## config.mk

```make
export PLATFORM = sky130hd
export DESIGN_NAME = uart_regfront
export DESIGN_NICKNAME = d
export VERILOG_FILES = /design/src/rtl/uart_rf_pkg.sv /design/src/rtl/uart_rx_fifo.sv /design/src/rtl/uart_tx_hold.sv /design/src/rtl/uart_regfront.sv
export SDC_FILE = /design/constraint.sdc
export NUM_CORES = 1
export LEC_CHECK = 0
export BUFFER_PORTS_ARGS = -buffer_cell sky130_fd_sc_hd__buf_2
export CAP_MARGIN = 20
export CORE_UTILIZATION = 35
export CTS_BUF_LIST = sky130_fd_sc_hd__clkbuf_4 sky130_fd_sc_hd__clkbuf_8 sky130_fd_sc_hd__clkbuf_16
export CTS_CLUSTER_DIAMETER = 150
export DETAILED_ROUTE_END_ITERATION = 8
export MAX_ROUTING_LAYER = met4
export SLEW_MARGIN = 20
export SYNTH_ARGS = -nofsm -noshare
export SYNTH_HDL_FRONTEND = slang
export SYNTH_SLANG_ARGS = --single-unit
```

## constraint.sdc

```tcl
create_clock -name clk_i -period 3.4 [get_ports clk_i]
set_clock_uncertainty 0.15 [all_clocks]
set_input_delay 0.68 -clock clk_i [delete_from_list [all_inputs] [get_ports clk_i]]
set_output_delay 0.68 -clock clk_i [all_outputs]
set_load 0.03 [all_outputs]
```

## src/rtl/uart_rf_pkg.sv

```systemverilog
`timescale 1ns/1ps
package uart_rf_pkg;
  localparam int unsigned OFS_MODE = 'h00;
  localparam int unsigned OFS_STAT = 'h04;
  localparam int unsigned OFS_CMD  = 'h08;
  localparam int unsigned OFS_DATA = 'h0C;
  localparam int unsigned OFS_AUX  = 'h10;
  localparam int unsigned OFS_INT  = 'h14;

  localparam int unsigned RXINT_SEL_BIT = 6;

  typedef enum logic [2:0] {
    MISC_NOP, MISC_PTR_RST, MISC_RX_RST, MISC_TX_RST,
    MISC_ERR_RST, MISC_BRK_CLR, MISC_BRK_ON, MISC_BRK_OFF
  } misc_cmd_e;

  typedef enum logic [1:0] {FLD_NOP, FLD_ON, FLD_OFF, FLD_RSVD} en_cmd_e;
endpackage

```

## src/rtl/uart_rx_fifo.sv

```systemverilog
`timescale 1ns/1ps
module uart_rx_fifo #(
  parameter int DW    = 8,
  parameter int DEPTH = 4,
  parameter int CNT_W = $clog2(DEPTH + 1)
) (
  input  logic             clk_i,
  input  logic             rst_ni,
  input  logic             push_i,
  input  logic [DW-1:0]    pdata_i,
  input  logic             pop_i,
  input  logic             flush_i,
  output logic [DW-1:0]    head_o,
  output logic [CNT_W-1:0] cnt_o
);
  localparam int IW = (DEPTH > 1) ? $clog2(DEPTH) : 1;

  logic [DW-1:0]    mem_q [DEPTH];
  logic [CNT_W-1:0] cnt_q, base;
  logic             pop_ok, at_cap, grow;
  logic [IW-1:0]    wr_idx;

  assign pop_ok = pop_i && (cnt_q != '0);
  assign base   = cnt_q - CNT_W'(pop_ok);
  assign at_cap = (base == CNT_W'(DEPTH));
  // full with no pop: the newest slot is overwritten
  assign wr_idx = at_cap ? IW'(DEPTH - 1) : IW'(base);
  assign grow   = push_i && !at_cap;

  always_ff @(posedge clk_i or negedge rst_ni) begin
    if (!rst_ni) begin
      cnt_q <= '0;
      for (int i = 0; i < DEPTH; i++) mem_q[i] <= '0;
    end else if (flush_i) begin
      cnt_q <= '0;
    end else begin
      cnt_q <= base + CNT_W'(grow);
      for (int i = 0; i < DEPTH - 1; i++)
        if (pop_ok) mem_q[i] <= mem_q[i+1];
      if (push_i) mem_q[wr_idx] <= pdata_i;
    end
  end

  assign head_o = mem_q[0];
  assign cnt_o  = cnt_q;
endmodule

```

## src/rtl/uart_tx_hold.sv

```systemverilog
`timescale 1ns/1ps
module uart_tx_hold #(
  parameter int DW = 8
) (
  input  logic          clk_i,
  input  logic          rst_ni,
  input  logic          buf_wr_i,
  input  logic [DW-1:0] buf_data_i,
  input  logic          en_i,
  input  logic          flush_i,
  input  logic          kick_i,
  output logic          empty_o,
  output logic          tx_valid_o,
  output logic [DW-1:0] tx_data_o
);
  logic          empty_q, valid_q, empty_mid, send;
  logic [DW-1:0] hold_q;

  assign empty_mid = flush_i | empty_q;
  assign send      = buf_wr_i ? en_i : (kick_i & ~empty_mid);

  always_ff @(posedge clk_i or negedge rst_ni) begin
    if (!rst_ni) begin
      empty_q <= 1'b1;
      valid_q <= 1'b0;
      hold_q  <= '0;
    end else begin
      valid_q <= send;
      if (buf_wr_i) hold_q <= buf_data_i;
      empty_q <= buf_wr_i ? en_i : (empty_mid | send);
    end
  end

  assign empty_o    = empty_q;
  assign tx_valid_o = valid_q;
  assign tx_data_o  = hold_q;
endmodule

```

## src/rtl/uart_regfront.sv

```systemverilog
`timescale 1ns/1ps
module uart_regfront
  import uart_rf_pkg::*;
#(
  parameter int DW    = 8,
  parameter int DEPTH = 4,
  parameter int AW    = 5
) (
  input  logic          clk_i,
  input  logic          rst_ni,
  input  logic          reg_we_i,
  input  logic          reg_re_i,
  input  logic [AW-1:0] reg_addr_i,
  input  logic [DW-1:0] reg_wdata_i,
  output logic [DW-1:0] reg_rdata_o,
  input  logic          rx_valid_i,
  input  logic [DW-1:0] rx_data_i,
  output logic          rx_ready_o,
  input  logic          brk_i,
  output logic          tx_valid_o,
  output logic [DW-1:0] tx_data_o,
  output logic          irq_o
);
  localparam int CNT_W = $clog2(DEPTH + 1);

  logic [DW-1:0]    mode_q [2];
  logic             ptr_q, tx_en_q, rx_en_q, dbrk_q;
  logic [DW-1:0]    imask_q;
  logic             wr_mode, wr_cmd, wr_data, wr_int, rd_data;
  misc_cmd_e        misc;
  en_cmd_e          txf, rxf;
  logic             tx_en_d, rx_en_d, tx_rst, rx_rst, kick;
  logic             push, tx_empty;
  logic [DW-1:0]    pdata, head;
  logic [CNT_W-1:0] rx_cnt;
  logic             rx_any, rx_full;
  logic [DW-1:0]    stat, isr;

  assign wr_mode = reg_we_i && (reg_addr_i == AW'(OFS_MODE));
  assign wr_cmd  = reg_we_i && (reg_addr_i == AW'(OFS_CMD));
  assign wr_data = reg_we_i && (reg_addr_i == AW'(OFS_DATA));
  assign wr_int  = reg_we_i && (reg_addr_i == AW'(OFS_INT));
  assign rd_data = reg_re_i && (reg_addr_i == AW'(OFS_DATA));

  assign misc = misc_cmd_e'(reg_wdata_i[6:4]);
  assign txf  = en_cmd_e'(reg_wdata_i[3:2]);
  assign rxf  = en_cmd_e'(reg_wdata_i[1:0]);

  // misc field first, then transmitter, then receiver
  always_comb begin
    tx_en_d = tx_en_q;
    rx_en_d = rx_en_q;
    tx_rst  = 1'b0;
    rx_rst  = 1'b0;
    kick    = 1'b0;
    if (wr_cmd) begin
      if (misc == MISC_RX_RST) begin rx_rst = 1'b1; rx_en_d = 1'b0; end
      if (misc == MISC_TX_RST) begin tx_rst = 1'b1; tx_en_d = 1'b0; end
      case (txf)
        FLD_ON:  begin tx_en_d = 1'b1; kick = 1'b1; end
        FLD_OFF: tx_en_d = 1'b0;
        default: ;
      endcase
      case (rxf)
        FLD_ON:  rx_en_d = 1'b1;
        FLD_OFF: rx_en_d = 1'b0;
        default: ;
      endcase
    end
  end

  always_ff @(posedge clk_i or negedge rst_ni) begin
    if (!rst_ni) begin
      mode_q[0] <= '0;
      mode_q[1] <= '0;
      ptr_q     <= 1'b0;
      tx_en_q   <= 1'b0;
      rx_en_q   <= 1'b0;
      dbrk_q    <= 1'b0;
      imask_q   <= '0;
    end else begin
      tx_en_q <= tx_en_d;
      rx_en_q <= rx_en_d;
      if (wr_mode) begin
        mode_q[ptr_q] <= reg_wdata_i;
        ptr_q         <= 1'b1;
      end else if (wr_cmd && misc == MISC_PTR_RST) begin
        ptr_q <= 1'b0;
      end
      if (brk_i) dbrk_q <= 1'b1;
      else if (wr_cmd && misc == MISC_BRK_CLR) dbrk_q <= 1'b0;
      if (wr_int) imask_q <= reg_wdata_i;
    end
  end

  assign rx_ready_o = rx_en_q && (rx_cnt != CNT_W'(DEPTH));
  assign push       = brk_i | (rx_valid_i & rx_ready_o);
  assign pdata      = brk_i ? '0 : rx_data_i;

  uart_rx_fifo #(.DW(DW), .DEPTH(DEPTH), .CNT_W(CNT_W)) u_fifo (
    .clk_i   (clk_i),
    .rst_ni  (rst_ni),
    .push_i  (push),
    .pdata_i (pdata),
    .pop_i   (rd_data),
    .flush_i (rx_rst),
    .head_o  (head),
    .cnt_o   (rx_cnt)
  );

  uart_tx_hold #(.DW(DW)) u_tx (
    .clk_i      (clk_i),
    .rst_ni     (rst_ni),
    .buf_wr_i   (wr_data),
    .buf_data_i (reg_wdata_i),
    .en_i       (tx_en_q),
    .flush_i    (tx_rst),
    .kick_i     (kick),
    .empty_o    (tx_empty),
    .tx_valid_o (tx_valid_o),
    .tx_data_o  (tx_data_o)
  );

  assign rx_any  = (rx_cnt != '0);
  assign rx_full = (rx_cnt == CNT_W'(DEPTH));

  always_comb begin
    stat    = '0;
    stat[0] = rx_any;
    stat[1] = rx_full;
    stat[2] = tx_en_q;
    stat[3] = tx_empty;
    isr     = '0;
    isr[0]  = tx_en_q;
    isr[1]  = mode_q[0][RXINT_SEL_BIT] ? rx_full : rx_any;
    isr[2]  = dbrk_q;
  end

  assign irq_o = |(isr & imask_q);

  always_comb begin
    reg_rdata_o = '0;
    case (reg_addr_i)
      AW'(OFS_MODE): reg_rdata_o = mode_q[ptr_q];
      AW'(OFS_STAT): reg_rdata_o = stat;
      AW'(OFS_DATA): reg_rdata_o = rx_any ? head : '0;
      AW'(OFS_INT):  reg_rdata_o = isr;
      default:       reg_rdata_o = '0;
    endcase
  end
endmodule

```

==> metrics <==
Boundary Pins=46; slew at the pin with the worst max-slew slack=0.588 ns; TritonCTS Sinks=68; post-route insts no fill=511; Power Total=2.71 mW; clock latency on the worst-skew pair=0.35 ns; NumNets Final=407; r2r setup slk=0.56 ns; clock root buffer master=clkbuf_8; CTS Buffer Depth=2; Synth area leaders=dfrtp_1 (49%), mux2_2 (11%), nand2_1 (5.8%), o221ai_1 (4.4%), inv_1 (2.8%); Int Pwr=1.78 mW; final hold vios=0; PwrDens=675 nW/um^2; Reg2Reg Depth=10; Synth top cells by count=dfrtp_1 (67), nand2_1 (53), mux2_2 (32), inv_1 (25), o221ai_1 (17); Synth top area share=49.3%; final WL=7.97 mm; post-synthesis async set-or-reset flop share=100%; number of synthesized register bits=68; post-CTS setup buffer count=0; Synth Area per Inst=10.6 um^2; crit share post-route=83.9%; Logic pwr share=31.3%; Die Span X=101 um; Unique masters post-synth=46; # resized after CTS=0; CP required=2.57 ns; Seq/Total Area, Yosys=50.1%; Sw Share=34.3%; max-cap violations=0; post-route ant nets=0; starting density of the core=36.5%; Cells after Synth=321; post-DR vias/cell=5.16; Die ar.=10100 um^2; Die Y=101 um; Top FF cell, synth=dfrtp_1; vias in the first global route=2632; GRT Total Usage=17.6%; final count of negative-setup-slack endpoints=0; final setup TNS=0 ns; WL/cell=15.6 um; drt drc=0; Critical Path Start=reg_addr_i[2]; Syn-to-layout area delta=17.9%; FF-to-FF End=u_fifo.mem_q[6]$_DFFE_PN0P_; crit path to=reg_rdata_o[2]; first-pass GRT wire length=13.3 mm; DR vias=2636; global route overflow=0; drt pass-1 iters=6; dpl hpwl=5.85 mm; clock share of power=24.3%; relative slew slack=60.7%; RSZ-0062 raised after global routing=false; placed cell count=496; CP arrival=2.02 ns; status=finished, final reports clean; DRT iter0 DRCs=114; HP Class=in -> async; Crit Path Max Fanout=7; Post-synth EDFFs=0; fin crit period=2.85 ns; RR Startpoint=u_fifo.cnt_o[0]$_DFF_PN0_; Hold-fix buffers, CTS=0; layout cells sized above 1=28.5%; CTS H-tree lvls=3; critical path type=in -> out; net count after synthesis=350; f_max=350 MHz; CTS tree=built; Final GP Congestion=0.877; end-of-flow core utilization=43.0%; Net Switching=929 uW; largest area contributor in the synthesized netlist=dfrtp_1; diode count=0; crit path launch type=input port; Flop pwr share=44.4%; leakage=1.85 nW; core area=9330 um^2; # rows=35; antenna violations before repair=0; yosys warns=0; Hold Worst Slack=0.177 ns; Worst-path clk slew=0.07 ns; most frequent cell after synthesis=dfrtp_1; pin count of the biggest net entering global routing=44; Port-buffer cells=45; Max VDD drop=0.000318 V; Worst Setup End Kind=primary output; Post-Syn Area=3400 um^2; max-slew violation count=0; TritonCTS Buffers=9
## cell usage in the layout, fill, tap and decap left out, types with 9 or more instances in the layout
cell type / n
nand2_1: 53
dfrtp_1: 67
nor2_1: 11
nand3_1: 9
clkbuf_8: 10
o21ai_0: 12
mux2_2: 32
o221ai_1: 17
nand2b_1: 10
buf_2: 45
inv_1: 25
## sequential cells by signal, summed over array words and instances, names as in the netlist
name,cells
dbrk_q,1
imask_q,3
mode_q,16
ptr_q,1
rx_en_q,1
tx_en_q,1
u_fifo.cnt_o,3
u_fifo.head_o,8
u_fifo.mem_q,24
u_tx.empty_o,1
u_tx.tx_data_o,8
u_tx.tx_valid_o,1
## cell type report
cell class              instances  area (um^2)
fillers                       934         5320
flip-flops and latches         68         1700
multi-input cells             221         1580
repair buffers                 53          285
well taps                     129          161
clock buffers                  10          138
inverters                      25         93.8
clock inverters                 5         52.6
## critical path, cell delays in order
cell and delay [ns]:
buf_2 0.12, nor3_2 0.36, nand2_1 0.28, o22ai_1 0.20, a221o_1 0.17, buf_2 0.21
## power by group through the flow
stage	registers, mW	logic [mW]	clock network (mW)
6_report	1.20	0.848	0.657
2_1_floorplan	1.19	0.630	0
3_5_place_dp	1.21	0.850	0
3_3_place_gp	1.20	0.836	0
5_1_grt	1.23	0.953	0.718
4_1_cts	1.20	0.856	0.678
## through the flow
step | setup WS (ns) | area (um^2)
floorplan | 0.713 | 3400
global placement | 0.348 | 3820
detailed placement | 0.264 | 3820
CTS | 0.547 | 4010
global route | 0.329 | 4010
finish | 0.547 | 4010
## how the worst min path moves through the flow
stage / startpoint / endpoint / slack [ns]
floorplan: rst_ni / dbrk_q$_DFFE_PN0P_ / 0.23
detailed placement: u_tx.tx_data_o[4]$_DFFE_PN0P_ / u_tx.tx_data_o[4]$_DFFE_PN0P_ / 0.32
CTS: rst_ni / mode_q[8]$_DFFE_PN0P_ / 0.18
global placement: u_tx.tx_data_o[4]$_DFFE_PN0P_ / u_tx.tx_data_o[4]$_DFFE_PN0P_ / 0.31
global route: rst_ni / u_tx.tx_data_o[2]$_DFFE_PN0P_ / 0.19
finish: rst_ni / u_tx.tx_data_o[2]$_DFFE_PN0P_ / 0.18
## cells by family after synthesis
logic type      after synthesis  share of synthesized area [%]
simple gates                113                           16.7
flops                        68                           50.1
compound gates               63                           14.4
mux                          41                           14.0
buf+inv                      32                           3.57
xor+xnor                      2                          0.515
fa+ha+maj                     2                          0.735
## layer usage
layer	up-vias	GRT usage, %	share of wire [%]
met1	1254	22.5	47
met3	12	5.27	5.0
li1	1273	-	-
met5	-	-	0
met2	97	27.2	47
met4	0	4.91	1.0
(Power assumes the default switching activity.)
